`src/rtl/keyscan_pkg.sv`:
```
package keyscan_pkg;

    localparam int KS_LINES   = 6;
    localparam int KS_INPUTS  = 5;
    localparam int KS_KEYS    = KS_LINES * KS_INPUTS;
    localparam int KS_LINE_W  = $clog2(KS_LINES);

    typedef logic [KS_LINES-1:0] line_vec_t;
    typedef logic [KS_KEYS-1:0]  key_vec_t;

    typedef enum logic [1:0] {
        ST_IDLE = 2'd0,
        ST_SCAN = 2'd1,
        ST_HOLD = 2'd2
    } ks_state_e;

    // Lines usable for scanning under the line-select code.
    function automatic line_vec_t line_enable(input logic [1:0] sel);
        line_vec_t m;
        m = '1;
        if (sel[1])      m[1:0] = 2'b00;
        else if (sel[0]) m[0]   = 1'b0;
        return m;
    endfunction

    // Idle drive pattern selected by the sleep code.
    function automatic line_vec_t idle_pattern(input logic [1:0] code);
        line_vec_t m;
        case (code)
            2'b00:   m = '1;
            2'b01:   m = line_vec_t'(1) << (KS_LINES - 1);
            2'b10:   m = line_vec_t'(3) << (KS_LINES - 2);
            default: begin m = '1; m[0] = 1'b0; end
        endcase
        return m;
    endfunction

    // Expand a per-line enable into a per-key enable.
    function automatic key_vec_t key_mask(input line_vec_t en);
        key_vec_t m;
        for (int l = 0; l < KS_LINES; l++)
            for (int s = 0; s < KS_INPUTS; s++)
                m[l*KS_INPUTS + s] = en[l];
        return m;
    endfunction

endpackage

```
`src/rtl/ks_seq.sv`:
```
module ks_seq
    import keyscan_pkg::*;
#(
    parameter int WIN_T      = 48,
    parameter int CONF_T     = 615,
    parameter int SAMPLE_OFS = 1
) (
    input  logic                 clk,
    input  logic                 rst,
    input  logic                 tick,
    input  logic                 any_sense,
    input  logic                 read_done,
    input  logic                 match,
    input  logic                 nonzero,
    output ks_state_e            state,
    output logic                 scanning,
    output logic [KS_LINE_W-1:0] line_idx,
    output logic                 pass,
    output logic                 sample_en,
    output logic                 scan_start,
    output logic                 load_key
);
    localparam int SCAN_T = WIN_T * KS_LINES;
    localparam int CYC_W  = $clog2(CONF_T + 1);
    localparam int SUB_W  = $clog2(WIN_T);

    ks_state_e            state_q, state_d;
    logic [CYC_W-1:0]     cyc_q;
    logic [SUB_W-1:0]     sub_q;
    logic [KS_LINE_W-1:0] line_q;
    logic                 pass_q;
    logic                 eval;

    assign state     = state_q;
    assign line_idx  = line_q;
    assign pass      = pass_q;
    assign scanning  = (state_q == ST_SCAN) && (cyc_q < CYC_W'(2 * SCAN_T));
    assign sample_en = scanning && tick && (sub_q == SUB_W'(WIN_T - 1 - SAMPLE_OFS));
    assign eval      = (state_q == ST_SCAN) && tick && (cyc_q == CYC_W'(CONF_T - 1));

    always_comb begin
        state_d    = state_q;
        scan_start = 1'b0;
        load_key   = 1'b0;
        case (state_q)
            ST_IDLE: if (any_sense) begin
                state_d    = ST_SCAN;
                scan_start = 1'b1;
            end
            ST_SCAN: if (eval) begin
                if (!match) begin
                    scan_start = 1'b1;
                end else if (nonzero) begin
                    state_d  = ST_HOLD;
                    load_key = 1'b1;
                end else begin
                    state_d = ST_IDLE;
                end
            end
            ST_HOLD: if (read_done) begin
                state_d    = ST_SCAN;
                scan_start = 1'b1;
            end
            default: state_d = ST_IDLE;
        endcase
    end

    always_ff @(posedge clk) begin
        if (rst) begin
            state_q <= ST_IDLE;
            cyc_q   <= '0;
            sub_q   <= '0;
            line_q  <= '0;
            pass_q  <= 1'b0;
        end else begin
            state_q <= state_d;
            if (scan_start) begin
                cyc_q  <= '0;
                sub_q  <= '0;
                line_q <= '0;
                pass_q <= 1'b0;
            end else if ((state_q == ST_SCAN) && tick) begin
                cyc_q <= cyc_q + 1'b1;
                if (scanning) begin
                    if (sub_q == SUB_W'(WIN_T - 1)) begin
                        sub_q <= '0;
                        if (line_q == KS_LINE_W'(KS_LINES - 1)) begin
                            line_q <= '0;
                            pass_q <= ~pass_q;
                        end else begin
                            line_q <= line_q + 1'b1;
                        end
                    end else begin
                        sub_q <= sub_q + 1'b1;
                    end
                end
            end
        end
    end

    // the hold state is only entered at the end of a full confirmation period
    p_req_after_confirm_r3: assert property (@(posedge clk) disable iff (rst)
        (state_q == ST_HOLD && $past(state_q) != ST_HOLD) |-> $past(cyc_q) == CYC_W'(CONF_T - 1));

    // a read restarts scanning from the first window
    p_read_resume_r7: assert property (@(posedge clk) disable iff (rst)
        (state_q == ST_HOLD && read_done) |=> (state_q == ST_SCAN && cyc_q == '0 && line_q == '0));

    // without a sense input the idle state is kept
    p_idle_stay_r6: assert property (@(posedge clk) disable iff (rst)
        (state_q == ST_IDLE && !any_sense) |=> state_q == ST_IDLE);

endmodule

```
`src/rtl/ks_capture.sv`:
```
module ks_capture
    import keyscan_pkg::*;
(
    input  logic                 clk,
    input  logic                 rst,
    input  logic                 sample_en,
    input  logic                 scan_start,
    input  logic                 load_key,
    input  logic                 pass,
    input  logic [KS_LINE_W-1:0] line_idx,
    input  line_vec_t            line_en,
    input  logic [KS_INPUTS-1:0] sense,
    output logic                 match,
    output logic                 nonzero,
    output key_vec_t             key_data
);
    key_vec_t first_q, second_q, key_q;

    assign match    = (first_q == second_q);
    assign nonzero  = |first_q;
    assign key_data = key_q;

    always_ff @(posedge clk) begin
        if (rst) begin
            first_q  <= '0;
            second_q <= '0;
            key_q    <= '0;
        end else begin
            if (scan_start) begin
                first_q  <= '0;
                second_q <= '0;
            end else if (sample_en) begin
                for (int l = 0; l < KS_LINES; l++) begin
                    if (line_idx == KS_LINE_W'(l)) begin
                        for (int s = 0; s < KS_INPUTS; s++) begin
                            if (!pass) first_q[l*KS_INPUTS + s]  <= sense[s] & line_en[l];
                            else       second_q[l*KS_INPUTS + s] <= sense[s] & line_en[l];
                        end
                    end
                end
            end
            if (load_key) key_q <= first_q;
        end
    end

    // a freshly confirmed pattern carries no bit of a disabled line
    p_keys_masked_r10: assert property (@(posedge clk) disable iff (rst)
        load_key |=> ((key_q & ~key_mask($past(line_en))) == '0));

endmodule

```
`src/rtl/ks_drive.sv`:
```
module ks_drive
    import keyscan_pkg::*;
(
    input  ks_state_e            state,
    input  logic                 scanning,
    input  logic [KS_LINE_W-1:0] line_idx,
    input  logic [1:0]           sleep_code,
    input  logic [1:0]           line_sel,
    output line_vec_t            drive,
    output line_vec_t            line_en
);
    line_vec_t idle;

    assign line_en = line_enable(line_sel);
    assign idle    = idle_pattern(sleep_code);

    for (genvar i = 0; i < KS_LINES; i++) begin : g_line
        assign drive[i] = line_en[i] &
            (scanning ? (line_idx == KS_LINE_W'(i))
                      : ((state != ST_SCAN) & idle[i]));
    end

endmodule

```
`src/rtl/keyscan_matrix.sv`:
```
module keyscan_matrix
    import keyscan_pkg::*;
#(
    parameter int WIN_T      = 48,
    parameter int CONF_T     = 615,
    parameter int SAMPLE_OFS = 1
) (
    input  logic                 clk,
    input  logic                 rst,
    input  logic                 tick,
    input  logic [KS_INPUTS-1:0] sense,
    input  logic [1:0]           sleep_code,
    input  logic [1:0]           line_sel,
    input  logic                 read_done,
    output logic [KS_LINES-1:0]  drive,
    output logic [KS_KEYS-1:0]   key_data,
    output logic                 req_n,
    output logic                 wake_req
);
    ks_state_e            state;
    logic                 scanning, pass, sample_en, scan_start, load_key;
    logic                 match, nonzero, any_sense;
    logic [KS_LINE_W-1:0] line_idx;
    line_vec_t            line_en;

    assign any_sense = |sense;
    assign req_n     = (state != ST_HOLD);
    assign wake_req  = (|sleep_code) &
                       ((state == ST_SCAN) | ((state == ST_IDLE) & any_sense));

    ks_seq #(
        .WIN_T      (WIN_T),
        .CONF_T     (CONF_T),
        .SAMPLE_OFS (SAMPLE_OFS)
    ) seq_i (
        .clk        (clk),
        .rst        (rst),
        .tick       (tick),
        .any_sense  (any_sense),
        .read_done  (read_done),
        .match      (match),
        .nonzero    (nonzero),
        .state      (state),
        .scanning   (scanning),
        .line_idx   (line_idx),
        .pass       (pass),
        .sample_en  (sample_en),
        .scan_start (scan_start),
        .load_key   (load_key)
    );

    ks_capture cap_i (
        .clk        (clk),
        .rst        (rst),
        .sample_en  (sample_en),
        .scan_start (scan_start),
        .load_key   (load_key),
        .pass       (pass),
        .line_idx   (line_idx),
        .line_en    (line_en),
        .sense      (sense),
        .match      (match),
        .nonzero    (nonzero),
        .key_data   (key_data)
    );

    ks_drive drv_i (
        .state      (state),
        .scanning   (scanning),
        .line_idx   (line_idx),
        .sleep_code (sleep_code),
        .line_sel   (line_sel),
        .drive      (drive),
        .line_en    (line_en)
    );

    // at most one drive line is high while a scan pass runs
    p_one_line_r2: assert property (@(posedge clk) disable iff (rst)
        scanning |-> $onehot0(drive));

    // a sleeping block keeps the oscillator requested during a scan
    p_wake_on_scan_r9: assert property (@(posedge clk) disable iff (rst)
        (state == ST_SCAN && sleep_code != 2'b00) |-> wake_req);

    // a pending request only drops on a read
    p_req_stable_r7: assert property (@(posedge clk) disable iff (rst)
        (!req_n && !read_done) |=> !req_n);

    // reset clears key data and the request
    p_reset_clear_r11: assert property (@(posedge clk)
        rst |=> (req_n && key_data == '0));

endmodule

```
`config.mk`:
```
export PLATFORM = sky130hd
export DESIGN_NAME = keyscan_matrix
export DESIGN_NICKNAME = d
export VERILOG_FILES = /design/src/rtl/keyscan_pkg.sv /design/src/rtl/ks_seq.sv /design/src/rtl/ks_capture.sv /design/src/rtl/ks_drive.sv /design/src/rtl/keyscan_matrix.sv
export SDC_FILE = /design/constraint.sdc
export NUM_CORES = 1
export LEC_CHECK = 0
export BUFFER_PORTS_ARGS = -buffer_cell sky130_fd_sc_hd__buf_2
export CAP_MARGIN = 0
export CORE_MARGIN = 2
export CORE_UTILIZATION = 50
export CTS_CLUSTER_DIAMETER = 150
export DETAILED_ROUTE_END_ITERATION = 10
export PLACE_DENSITY = 0.72
export SYNTH_ARGS = -nofsm -noshare
export SYNTH_HDL_FRONTEND = slang
export SYNTH_SLANG_ARGS = --single-unit
```
`constraint.sdc`:
```
create_clock -name clk -period 1.7 [get_ports clk]
set_clock_uncertainty 0.05 [all_clocks]
set_input_delay 0.255 -clock clk [delete_from_list [all_inputs] [get_ports clk]]
set_output_delay 0.255 -clock clk [all_outputs]
set_load 0.03 [all_outputs]
```
==> impl_metrics.csv, run 1 <==
group,metric,value,unit
power,total_power,4.41,mW
synthesis,synthesis.area,0.00563,mm^2
critical_path,cp-start-kind,"flop",
floorplan,rows,38,
timing,min_period_over_period,131,%
timing,setup_violations,119,
layout,area_delta_synth_final,50.1,%
detailed_routing,initialDrtViolationCount,434,
detailed_routing,vias,5103,
place,dpl_cell_area,0.00671,mm^2
place,dpl.hpwl,10.3,mm
synthesis,synth-async-reset-ratio,0,%
clock_tree,cts.sink_count,112,
floorplan,die_w,110,um
synthesis,synth.distinct_cells,52,
hold_path,holdPathEnd,"seq_i.state[1]",
grt,overflow,0,
timing,fin_crit,2.22,ns
detailed_routing,drc,0,
place,gp_congestion,0.827,
grt,grt.total_usage,30.7,%
critical_path,crit_slowest_cell,"nor4_4",
floorplan,die_h,110,um
timing,fin_tns_setup,-49.29,ns
synthesis,ys_seq_elements,112,
synthesis,yosys_most_used_dff,"dfxtp_1",
layout,antenna_cells,0,
critical_path,crit_family,"simple AND/OR/NAND/NOR gates",
timing,rsz0062_at_grt,"yes",
timing,max-slew-margin-rel,49.2,%
run_status,violations,"negative setup slack",
floorplan,die_area,0.0121,mm^2
critical_path,critPathKind,"flop to flop",
floorplan,core-area,0.0109,mm^2
detailed_routing,totalWireLength,19.7,mm
clock_tree,clockBufferDepth,2,
critical_path,regToRegEndpoint,"cap_i.first_q[27]",
clock_tree,cts-root-buf,"clkbuf_8",
grt,grt_pass1_vias,5180,
layout,stdcell_area,0.00845,mm^2
detailed_routing,drtAntennaViolNets,0,
synthesis,seq_area_frac_synth,39.8,%
synthesis,synth_nets,581,
clock_tree,h-tree-depth,3,
critical_path,max_stage_delay,0.38,ns
clock_tree,cts_tree,"built",
grt,antenna_found_initial,0,
synthesis,synth_top_area_cell,"dfxtp_1",
grt,grt_pass1_wl,27.8,mm
power,power_leakage,3.52,nW
critical_path,path_cells,"xnor2_1, nand4_1, nor4_4, buf_4, a21oi_4, buf_6, buf_12, buf_16, nor3_2",
critical_path,crit_fanout,5,
run_status,outcome,"finished, violations left",
synthesis,yosys-top-cells-count,"dfxtp_1 (112), mux2i_1 (92), nor3_1 (71)",
synthesis,synth-edff-count,0,
power,vdd.ir_drop.worst,0.000433,V
clock_tree,path_clk_slew,0.11,ns
layout,final_layout_size_suffix_gt1_share,52.0,%
critical_path,r2r_cells,9,
synthesis,synthCells,560,
hold_path,hp-class,"primary input to flop",
flow_run,cap_violations,0,
clock_tree,worst_skew_pair.late_latency,0.40,ns
grt,grt_max_degree,33,
detailed_routing,avgRoutedWirePerCell,22.9,um
timing,slew_viol_final,0,
critical_path,end_kind,"flop",
timing,fmax,450,MHz
detailed_routing,drt_pass1_iterations,5,
hold_path,min_path_cells,3,
synthesis,avgSynthCellArea,10.0,um^2
synthesis,synth_top_area_share,39.8,%
critical_path,timing.rr.start,"cap_i.first_q[24]",
synthesis,ys_warn_count,0,
critical_path,required,1.97,ns
detailed_routing,viasPerCell,5.94,
critical_path,critPathArrivalTime,2.49,ns
power,p_per_area,523,mW/mm^2
clock_tree,numCtsBuffers,9,
place,port_buffers,50,
timing,hold_violations,0,
floorplan,start_util,51.7,%
synthesis,synth_area_leaders,"dfxtp_1 (40%), mux2i_1 (16%), nand2b_1 (6.9%), nor3_1 (6.3%), xnor2_1 (5.9%)",
timing,fin_ws,-0.523,ns
hold_path,min_from,"read_done",
floorplan,io-pin-count,51,
synthesis,synth_most_common_cell,"dfxtp_1",
critical_path,worst-path-buf-inv,4,
layout,final_core_util,77.6,%
timing,tightest_slew,0.761,ns
layout,fin_nets,736,
critical_path,r2r_slack,-0.52,ns
[layout make-up]
cell class                      instances  area (um^2)
Clock buffer                           14          143
Clock inverter                          1         5.00
Fill cell                             598         2440
Inverter                                5         18.8
Multi-Input combinational cell        402         4070
Sequential cell                       112         2300
Tap cell                              140          175
Timing Repair Buffer                  185         1740
[metrics by stage]
| step | instances | hold WS (ns) | setup WS (ns) |
|---|---|---|---|
| 6_report | 859 | 0.137 | -0.523 |
| 3_5_place_dp | 805 | 0.412 | -0.303 |
| 4_1_cts | 849 | 0.129 | -0.278 |
| 3_3_place_gp | 805 | 0.406 | -0.276 |
| 2_1_floorplan | 560 | 0.387 | -0.106 |
| 5_1_grt | 859 | 0.132 | -0.520 |
[cells in the final DEF (no fill, tap or decap), drive strengths merged, types with 2 or more instances in the layout]
cell | netlist | layout
inv | 5 | 5
a21oi | 9 | 10
nor4 | 11 | 11
nor2 | 12 | 12
buf | 20 | 181
o21bai | 2 | 2
and2 | 2 | 2
nand4 | 13 | 13
or3 | 2 | 2
and4bb | 2 | 2
and3 | 5 | 5
mux2i | 92 | 92
nor2b | 11 | 11
dfxtp | 112 | 112
nand2b | 62 | 62
a2111oi | 2 | 2
nand4b | 3 | 3
clkbuf | 22 | 18
and4 | 3 | 3
xnor2 | 38 | 38
xor2 | 7 | 7
nor3b | 3 | 3
ha | 8 | 8
nand3 | 6 | 6
nand2 | 8 | 8
nor3 | 83 | 83
nand3b | 5 | 5
[registers in the layout, indices dropped and copies added (netlist names)]
signal          cells
cap_i.first_q      30
cap_i.key_data     30
seq_i.cyc_q        10
seq_i.pass          1
seq_i.state         2
cap_i.second_q     30
seq_i.sub_q         6
seq_i.line_idx      3
[where the power goes]
part | total [mW] | leakage, nW | internal (mW) | switching, mW
Combinational | 0.376 | 2.52 | 0.139 | 0.236
Sequential | 2.61 | 0.920 | 2.61 | 0.00361
Clock | 1.43 | 0.0745 | 0.529 | 0.896
Total | 4.41 | 3.52 | 3.28 | 1.14
[how the worst max path moves through the flow]
stage | start | end | slack, ns | cells past startpoint
floorplan | seq_i.state[1] | cap_i.second_q[25] | -0.11 | 9
global placement | cap_i.first_q[8] | cap_i.key_data[29] | -0.28 | 6
detailed placement | cap_i.first_q[14] | seq_i.sub_q[1] | -0.30 | 7
CTS | seq_i.cyc_q[8] | drive[0] | -0.28 | 5
global route | seq_i.cyc_q[8] | cap_i.second_q[4] | -0.52 | 7
finish | cap_i.first_q[24] | cap_i.first_q[27] | -0.52 | 9
[layer usage]
metal | up-vias | GRT usage [%] | wire length, um
li1 | 2274 | - | -
met1 | 2446 | 36.4 | 7400
met2 | 279 | 52.3 | 9620
met3 | 104 | 6.64 | 1410
met4 | 0 | 15.5 | 1280
met5 | - | 0 | 0
[repair_timing]
item,in CTS,in global routing
resized for setup,154,80
setup buffers,21,10
hold buffers,0,0
pin swaps,68,41
endpoints found under the setup margin,118,119
cloned,8,4
hold endpoints to repair,0,0
[logic make-up (layout without fill, tap and decap cells)]
logic type                 after synthesis  count (layout)  share of synthesized area, %
buffers and inverters                   47             205                          4.54
DFF                                    112             112                          39.8
muxes                                   92              92                          16.4
AOI/OAI and AO/OA                       21              22                          3.22
xor gates and xnor gates                45              45                          7.00
adders and majority gates                8               8                          1.78
and+or+nand+nor                        235             235                          27.2
[worst register-to-register path, cell delays in order, from the launching register on]
cell and delay (ns):
dfxtp_2 0.36, xnor2_1 0.32, nand4_1 0.20, nor4_4 0.38, buf_4 0.21, a21oi_4 0.09, buf_6 0.14, buf_12 0.13
buf_16 0.14, nor3_2 0.12
Power figures use the tool's default switching activity.
==> inputs of run 2 (changes only) <==
--- a/config.mk
+++ b/config.mk
@@ -7,11 +7,13 @@
 export LEC_CHECK = 0
 export BUFFER_PORTS_ARGS = -buffer_cell sky130_fd_sc_hd__buf_2
 export CAP_MARGIN = 0
+export CELL_PAD_IN_SITES_DETAIL_PLACEMENT = 1
+export CELL_PAD_IN_SITES_GLOBAL_PLACEMENT = 2
 export CORE_MARGIN = 2
-export CORE_UTILIZATION = 50
+export CORE_UTILIZATION = 35
 export CTS_CLUSTER_DIAMETER = 150
 export DETAILED_ROUTE_END_ITERATION = 10
-export PLACE_DENSITY = 0.72
+export PLACE_DENSITY_LB_ADDON = 0.1
 export SYNTH_ARGS = -nofsm -noshare
 export SYNTH_HDL_FRONTEND = slang
 export SYNTH_SLANG_ARGS = --single-unit
==> run 2 against run 1 <==
Net effect:
- the flow still finishes with violations (negative setup slack)
- worst setup slack gained 0.18 ns
- sequential power hardly changed
- clock power up 42%
- count of clock-buffer cells in the layout decreased by 2
- final cell count rose by 8.5%
- power rose by 13%
- routed wire length decreased by 11%
- highest routed layer unchanged
==> impl_metrics.csv, run 2 (synthesis gave the netlist of run 1 again) <==
group,metric,value,unit
run_status,outcome,"finished, violations left",
run_status,violations,"negative setup slack",
timing,rsz0062_at_grt,"yes",
power,vdd.ir_drop.worst,0.000473,V
grt,antenna_found_initial,0,
floorplan,die_w,131,um
layout,area_delta_synth_final,44.6,%
detailed_routing,drc,0,
layout,multi_input_area,0.00376,mm^2
floorplan,rows,46,
grt,grt_pass1_vias,4863,
power,power_leakage,3.46,nW
timing,fmax,490,MHz
timing,min_period_over_period,120,%
clock_tree,hold_buffers,0,
layout,fin_nets,734,
grt,grt_max_degree,61,
floorplan,die_h,131,um
grt,grt_pass1_wl,27.5,mm
detailed_routing,drt_pass1_iterations,4,
flow_run,cap_violations,0,
timing,hold_violations,0,
clock_tree,clockBufferDepth,2,
clock_tree,path_clk_slew,0.07,ns
detailed_routing,totalWireLength,17.5,mm
hold_path,min_from,"read_done",
detailed_routing,drtAntennaViolNets,0,
layout,layout_common_cells,"buf_4 (96), dfxtp_1 (83), mux2i_1 (77)",
grt,overflow,0,
critical_path,crit_fanout,4,
floorplan,io-pin-count,51,
detailed_routing,initialDrtViolationCount,172,
clock_tree,cts-root-buf,"clkbuf_16",
layout,antenna_cells,0,
place,gp_congestion,0.796,
power,p_per_area,613,mW/mm^2
layout,fillerInstances,1722,
floorplan,core-area,0.0158,mm^2
floorplan,die_area,0.0171,mm^2
critical_path,end_kind,"output pin",
critical_path,required,1.39,ns
clock_tree,worst_skew_pair.late_latency,0.36,ns
clock_tree,cts.sink_count,112,
layout,final_core_util,51.6,%
layout,final_layout_size_suffix_gt1_share,47.3,%
grt,grt.total_usage,21.4,%
timing,tightest_slew,0.653,ns
place,dpl.hpwl,12.1,mm
timing,setup_violations,118,
floorplan,start_util,35.7,%
hold_path,hp-class,"primary input to flop",
clock_tree,numCtsBuffers,9,
timing,fin_crit,2.04,ns
critical_path,crit_start,"seq_i.cyc_q[8]",
layout,seqCellArea,0.00229,mm^2
layout,layout_commonest_cell,"buf_4",
timing,max-slew-margin-rel,56.4,%
clock_tree,h-tree-depth,3,
clock_tree,cts_tree,"built",
critical_path,cp-start-kind,"flop",
critical_path,critPathKind,"flop to output pin",
timing,slew_viol_final,0,
place,port_buffers,50,
detailed_routing,avgRoutedWirePerCell,18.8,um
timing,fin_ws,-0.343,ns
detailed_routing,viasPerCell,4.96,
detailed_routing,vias,4622,
timing,holdWs,0.145,ns
critical_path,timing.rr.start,"seq_i.cyc_q[8]",
critical_path,critPathArrivalTime,1.74,ns
## run 2: cell types whose count changed in the layout (fill, tap and decap cells not counted), moves of 5 or more
cell and delta:
buf_16 -5, buf_6 +9, clkbuf_16 +5, clkbuf_8 -8, nor3_1 +35, nor3_2 -11, nor3_4 -24
## run 2: what timing repair did
| item | in CTS | in global routing |
|---|---|---|
| pin swaps | 43 | 31 |
| resized for setup | 132 | 47 |
| buffers inserted | 20 | 6 |
| endpoints found under the setup margin | 119 | 119 |
| gates cloned | 6 | 0 |
## run 2: power breakdown
part | internal [mW] | switching [mW] | leakage, nW
sequential | 2.62 | 0.00234 | 0.919
combinational | 0.135 | 0.204 | 2.41
clock | 1.03 | 1.00 | 0.125
## run 2: per-layer routing
metal  share of wire [%]  track usage (%)
met5                   0                0
met4                 1.5             6.70
met3                 3.0             2.48
met2                  48             35.8
met1                  47             29.1
## run 2: worst max-delay path, stage by stage (launching register included)
cell,delay (ns)
dfxtp_2,0.33
buf_6,0.12
buf_6,0.10
o31a_1,0.33
nor3_2,0.16
a21oi_2,0.06
nor3_2,0.10
buf_4,0.18
## run 2: cell type report
type | count | share of cell area (%)
clock inverters | 2 | 0.200
clock buffers | 12 | 3.03
flip-flops and latches | 112 | 28.2
inverters | 5 | 0.231
multi-input cells | 403 | 46.2
well taps | 216 | 3.32
repair buffers | 182 | 18.8
## run 2: worst paths after layout
check                            end  slack, ns  cells after the start
setup / recovery            drive[0]      -0.34                      7
hold reg to reg   cap_i.key_data[13]       0.42                      2
hold / removal        seq_i.state[1]       0.15                      3
setup reg to reg  cap_i.second_q[13]      -0.32                     10
## run 2: metrics by stage
stage               cell area, um^2  power (mW)  TNS (ns)  std cells  worst slack (ns)
global route                   8130        5.14    -35.81        932            -0.435
global placement               6890        2.98    -38.73        894            -0.398
floorplan                      5670        2.86     -1.51        560            -0.106
detailed placement             6890        2.99    -45.35        894            -0.534
CTS                            7970        5.03    -32.03        931            -0.411
finish                         8130        4.99    -26.91        932            -0.343
